### config.mk
export PLATFORM = sky130hd
export DESIGN_NAME = rx_port_framer
export DESIGN_NICKNAME = d
export VERILOG_FILES = /design/src/rtl/rxf_pkg.sv /design/src/rtl/rxf_frame_ctl.sv /design/src/rtl/rxf_bitclk_gen.sv /design/src/rtl/rxf_cca_drive.sv /design/src/rtl/rx_port_framer.sv
export SDC_FILE = /design/constraint.sdc
export NUM_CORES = 1
export LEC_CHECK = 0
export BUFFER_PORTS_ARGS = -buffer_cell sky130_fd_sc_hd__buf_2
export CAP_MARGIN = 10
export CELL_PAD_IN_SITES_DETAIL_PLACEMENT = 0
export CELL_PAD_IN_SITES_GLOBAL_PLACEMENT = 2
export CORE_AREA = 2 2 39 41
export CTS_CLUSTER_SIZE = 20
export DETAILED_ROUTE_END_ITERATION = 10
export DIE_AREA = 0 0 41 43
export PLACE_DENSITY = 0.65
export SLEW_MARGIN = 5
export SYNTH_ARGS = -nofsm -noshare
export SYNTH_HDL_FRONTEND = slang
export SYNTH_SLANG_ARGS = --single-unit
### constraint.sdc
create_clock -name clk -period 2.5 [get_ports clk]
set_clock_uncertainty 0.15 [all_clocks]
set_input_delay 0.375 -clock clk [delete_from_list [all_inputs] [get_ports clk]]
set_output_delay 0.375 -clock clk [all_outputs]
set_load 0.05 [all_outputs]
### src/rtl/rxf_pkg.sv
package rxf_pkg;

    typedef enum logic {
        FR_IDLE   = 1'b0,
        FR_ACTIVE = 1'b1
    } frame_state_e;

    typedef struct packed {
        logic valid;
        logic data;
        logic crc;
    } demod_bit_t;

    localparam int DEFAULT_HI_CYCLES = 2;

    function automatic logic apply_pol(input logic raw, input logic inv);
        return raw ^ inv;
    endfunction

    function automatic int cnt_width(input int hi_cycles);
        return $clog2(hi_cycles + 2);
    endfunction

endpackage

### src/rtl/rxf_frame_ctl.sv
module rxf_frame_ctl
    import rxf_pkg::*;
(
    input  logic clk,
    input  logic rst,
    input  logic rx_en,
    input  logic sfd_det,
    input  logic hdr_err,
    output logic frame_on,
    output logic frame_drop
);

    frame_state_e state_q, state_d;

    // Disable and header error close the frame ahead of any start pulse.
    assign frame_drop = !rx_en || hdr_err;

    always_comb begin
        state_d = state_q;
        if (frame_drop) begin
            state_d = FR_IDLE;
        end else if (state_q == FR_IDLE && sfd_det) begin
            state_d = FR_ACTIVE;
        end
    end

    always_ff @(posedge clk) begin
        if (rst) begin
            state_q <= FR_IDLE;
        end else begin
            state_q <= state_d;
        end
    end

    assign frame_on = (state_q == FR_ACTIVE);

endmodule

### src/rtl/rxf_bitclk_gen.sv
module rxf_bitclk_gen
    import rxf_pkg::*;
#(
    parameter int HI_CYCLES = DEFAULT_HI_CYCLES
) (
    input  logic       clk,
    input  logic       rst,
    input  logic       frame_on,
    input  logic       frame_drop,
    input  demod_bit_t bit_in,
    output logic       ser_q,
    output logic       raw_clk
);

    localparam int CNT_W = cnt_width(HI_CYCLES);
    localparam logic [CNT_W-1:0] LOAD_VAL = CNT_W'(HI_CYCLES + 1);
    localparam logic [CNT_W-1:0] HI_VAL   = CNT_W'(HI_CYCLES);

    logic [CNT_W-1:0] cnt_q;
    logic             crc_q;
    logic             accept;

    assign accept = bit_in.valid && frame_on && !frame_drop;

    always_ff @(posedge clk) begin
        if (rst) begin
            cnt_q <= '0;
            crc_q <= 1'b0;
            ser_q <= 1'b0;
        end else if (frame_drop) begin
            cnt_q <= '0;
            crc_q <= 1'b0;
            ser_q <= 1'b0;
        end else if (accept) begin
            // Data moves during the setup phase, the pulse follows.
            cnt_q <= LOAD_VAL;
            crc_q <= bit_in.crc;
            ser_q <= bit_in.data;
        end else if (cnt_q != '0) begin
            cnt_q <= cnt_q - 1'b1;
        end
    end

    assign raw_clk = (cnt_q != '0) && (cnt_q <= HI_VAL) && !crc_q && frame_on;

endmodule

### src/rtl/rxf_cca_drive.sv
module rxf_cca_drive
    import rxf_pkg::*;
(
    input  logic clk,
    input  logic rst,
    input  logic chan_busy,
    input  logic cfg_cca_inv,
    output logic cca_out
);

    always_ff @(posedge clk) begin
        if (rst) begin
            cca_out <= 1'b0;
        end else begin
            cca_out <= apply_pol(chan_busy, cfg_cca_inv);
        end
    end

endmodule

### src/rtl/rx_port_framer.sv
module rx_port_framer
    import rxf_pkg::*;
#(
    parameter int HI_CYCLES = DEFAULT_HI_CYCLES
) (
    input  logic clk,
    input  logic rst,
    input  logic rx_en,
    input  logic sfd_det,
    input  logic hdr_err,
    input  logic crc_field,
    input  logic bit_valid,
    input  logic bit_data,
    input  logic cfg_clk_inv,
    input  logic cfg_cca_inv,
    input  logic chan_busy,
    output logic rx_ready,
    output logic rx_data,
    output logic rx_bitclk,
    output logic cca_out
);

    logic       frame_on;
    logic       frame_drop;
    logic       raw_clk;
    demod_bit_t bit_in;

    assign bit_in = '{valid: bit_valid, data: bit_data, crc: crc_field};

    rxf_frame_ctl u_ctl (
        .clk        (clk),
        .rst        (rst),
        .rx_en      (rx_en),
        .sfd_det    (sfd_det),
        .hdr_err    (hdr_err),
        .frame_on   (frame_on),
        .frame_drop (frame_drop)
    );

    rxf_bitclk_gen #(.HI_CYCLES(HI_CYCLES)) u_clk (
        .clk        (clk),
        .rst        (rst),
        .frame_on   (frame_on),
        .frame_drop (frame_drop),
        .bit_in     (bit_in),
        .ser_q      (rx_data),
        .raw_clk    (raw_clk)
    );

    rxf_cca_drive u_cca (
        .clk         (clk),
        .rst         (rst),
        .chan_busy   (chan_busy),
        .cfg_cca_inv (cfg_cca_inv),
        .cca_out     (cca_out)
    );

    assign rx_ready  = frame_on;
    assign rx_bitclk = apply_pol(raw_clk, cfg_clk_inv);

endmodule

==> out/results.tsv <==
metric	value	unit
CTS root buffer	clkbuf_4	
grt total ovfl	0	
Seq pwr share	0.457	
synthesized area per cell	8.89	um2
reg2reg end	u_clk.cnt_q[1]	
Avg WL per Cell	7.84	um
max-cap viol count	0	
Die Y-Extent	43	um
Final min period	2.01	ns
CP max FO	2	
Final Setup Violations	0	
Longest Clk Path Bufs	2	
power share of the combinational group	0.126	
CP max-delay cell	dfxtp_1	
Worst EP required	1.98	ns
clock network power share	0.417	
RR Startpoint	u_clk.cnt_q[0]	
Pre-antenna DRT Iters	2	
Post-CTS Repair Setup Buffers	0	
GRT Util Overall	0.0744	
Final Max Slew Viols	0	
final setup TNS	0	ns
internal reg-to-reg setup slack	1.21	ns
die area	0.00176	mm2
synthesis-stage register bit count	6	
Final Hold Fails	0	
initial antenna violation count	0	
Post-Syn Instances	28	
Core Rows	14	
Layout Area Growth over Synthesis	45.2	%
Port Buffers	14	
Layout Utilization	0.261	
status	finished, final reports clean	
largest net degree at the start of global routing	7	
# diodes	0	
total number of vias	229	
Post-DP HPWL	376	um
sw power	0.0000530	W
RSZ-0062 raised after global routing	no	
Worst Reg2Reg Path Length in Cells	4	
Top Ports	15	
Post-synth EDFFs	0	
worst-margin pin slew	0.251	ns
sw frac	0.245	
Pint	0.000164	W
Fillers	151	
register area share after synthesis	0.482	
hold crit path type	in -> reg	
Worst Setup End Kind	output port	
synth cell count leaders	dfxtp_1, a21oi_1, nand2_1, nor2_1	
clock latency on the worst-skew pair	0.25	ns
Yosys Warn Count	0	
Hold Path Stages	2	
DR vias/cell	3.75	
final antenna-violating net count	0	
first-pass GRT wire length	821	um
Synth Cell Area	249	um2
Mapped Nets	40	
clock slew at reported path FFs	0.05	ns
worst path cell trace	inv_1 > ha_1 > nand2_1 > nor2_1 > xor2_1 > buf_2	
post-cts sizing count	0	
leakage	0.160	nW
Slew HR	0.834	
CP Data Arrival Time	1.49	ns
Max Clock Freq	496	MHz
nets	59	
clock sink count	6	
pwr/cell area	599	mW/mm2
top_reg_cell synth	dfxtp_1	
DRC errors left	0	
core area	0.00138	mm2
number of distinct library cells after synthesis	11	
CP max stage delay	0.33	ns
area leader, netlist	dfxtp_1	
WL final	478	um
CP startpoint kind	register	
share of flip-flops with an asynchronous set or reset after synthesis	0	
vias in the first global route	213	
Num CTS Buffers	3	
Die X	41	um
CTS Hold Bufs	0	
share of the synthesized area in the top cell type	0.482	
synth top area cells	dfxtp_1, a21oi_1, xor2_1	
GPL Wtd Cong	0.618	
count leader, synth	dfxtp_1	
Peak VDD IR	217	uV
H-Tree Depth	1	
CTS tree	built	
min-delay src	rst	
end of the worst hold path	u_cca.cca_out	
initial DRC count	4	
post-route clock period utilization	0.806	
Worst Path Class, Setup	reg -> out	
starting density of the core	0.180	
share of post-route cells with drive strength above 1	0.422	
[state kept, by name, indices dropped and copies added (netlist names)]
| signal | count |
|---|---|
| u_cca.cca_out | 1 |
| u_clk.crc_q | 1 |
| u_clk.ser_q | 1 |
| u_ctl.frame_on | 1 |
| u_clk.cnt_q | 2 |
[placed cells by master, fill, tap and decap left out, drive strengths merged]
cell | synthesis | layout
nand3 | 2 | 2
inv | 2 | 2
or3b | 1 | 1
clkbuf | 0 | 3
mux2 | 1 | 1
buf | 0 | 14
nand2 | 4 | 4
nor2 | 4 | 4
dfxtp | 6 | 6
a21oi | 4 | 4
xnor2 | 1 | 1
ha | 1 | 1
xor2 | 2 | 2
[through the flow]
| stage | power [W] | setup WS (ns) | instance area [um2] | instances | hold WS [ns] |
|---|---|---|---|---|---|
| after floorplan | 0.000117 | 0.313 | 249 | 28 | 0.284 |
| after global placement | 0.000129 | 0.751 | 339 | 58 | 0.301 |
| after detailed placement | 0.000129 | 0.733 | 339 | 58 | 0.302 |
| after CTS | 0.000223 | 0.461 | 362 | 61 | 0.143 |
| after global routing | 0.000229 | 0.368 | 362 | 61 | 0.152 |
| final | 0.000217 | 0.485 | 362 | 61 | 0.151 |
[layer usage]
layer / share of wire / global-route usage / up-vias
met3: 0.075 / 0.0785 / 0
met4: 0 / 0.0200 / 0
li1: - / - / 126
met1: 0.47 / 0.0774 / 95
met5: 0 / 0 / -
met2: 0.45 / 0.100 / 8
[logic make-up after synthesis]
group | synth area share
compound gates | 0.0804
flops | 0.482
buf+inv | 0.0302
simple gates | 0.206
xor+xnor | 0.106
fa+ha+maj | 0.0502
mux | 0.0452
[worst max-delay path: cells and delay by family, from the launching register on]
kind	cells	cell delay, ns
and+or+nand+nor	2	0.16
buffers and inverters	2	0.32
DFF	1	0.33
adders and majority gates	1	0.28
xor gates and xnor gates	1	0.14
[power groups by stage]
stage / clock [W] / combinational [W] / sequential [W]
2_1_floorplan: 0 / 0.00000943 / 0.000107
3_3_place_gp: 0 / 0.0000278 / 0.000101
3_5_place_dp: 0 / 0.0000278 / 0.000101
4_1_cts: 0.0000964 / 0.0000278 / 0.0000990
5_1_grt: 0.000101 / 0.0000295 / 0.0000990
6_report: 0.0000903 / 0.0000273 / 0.0000990
[how the worst max path moves through the flow]
stage / slack, ns / end / from
after CTS: 0.46 / rx_bitclk / u_clk.cnt_q[0]
after floorplan: 0.31 / rx_bitclk / u_ctl.frame_on
after global routing: 0.37 / rx_bitclk / u_clk.cnt_q[0]
after global placement: 0.75 / rx_bitclk / u_clk.cnt_q[0]
final: 0.49 / rx_bitclk / u_clk.cnt_q[0]
after detailed placement: 0.73 / rx_bitclk / u_clk.cnt_q[0]
[cell type report]
type,instances,area [um2],share of cell area
multi-input combinational,20,121,0.336
sequential,6,120,0.332
timing repair buffer,14,70.1,0.194
clock buffer,3,22.5,0.0623
tap,16,20.0,0.0554
inverter,2,7.51,0.0208
Note: power is estimated with default switching activity, not from simulation.
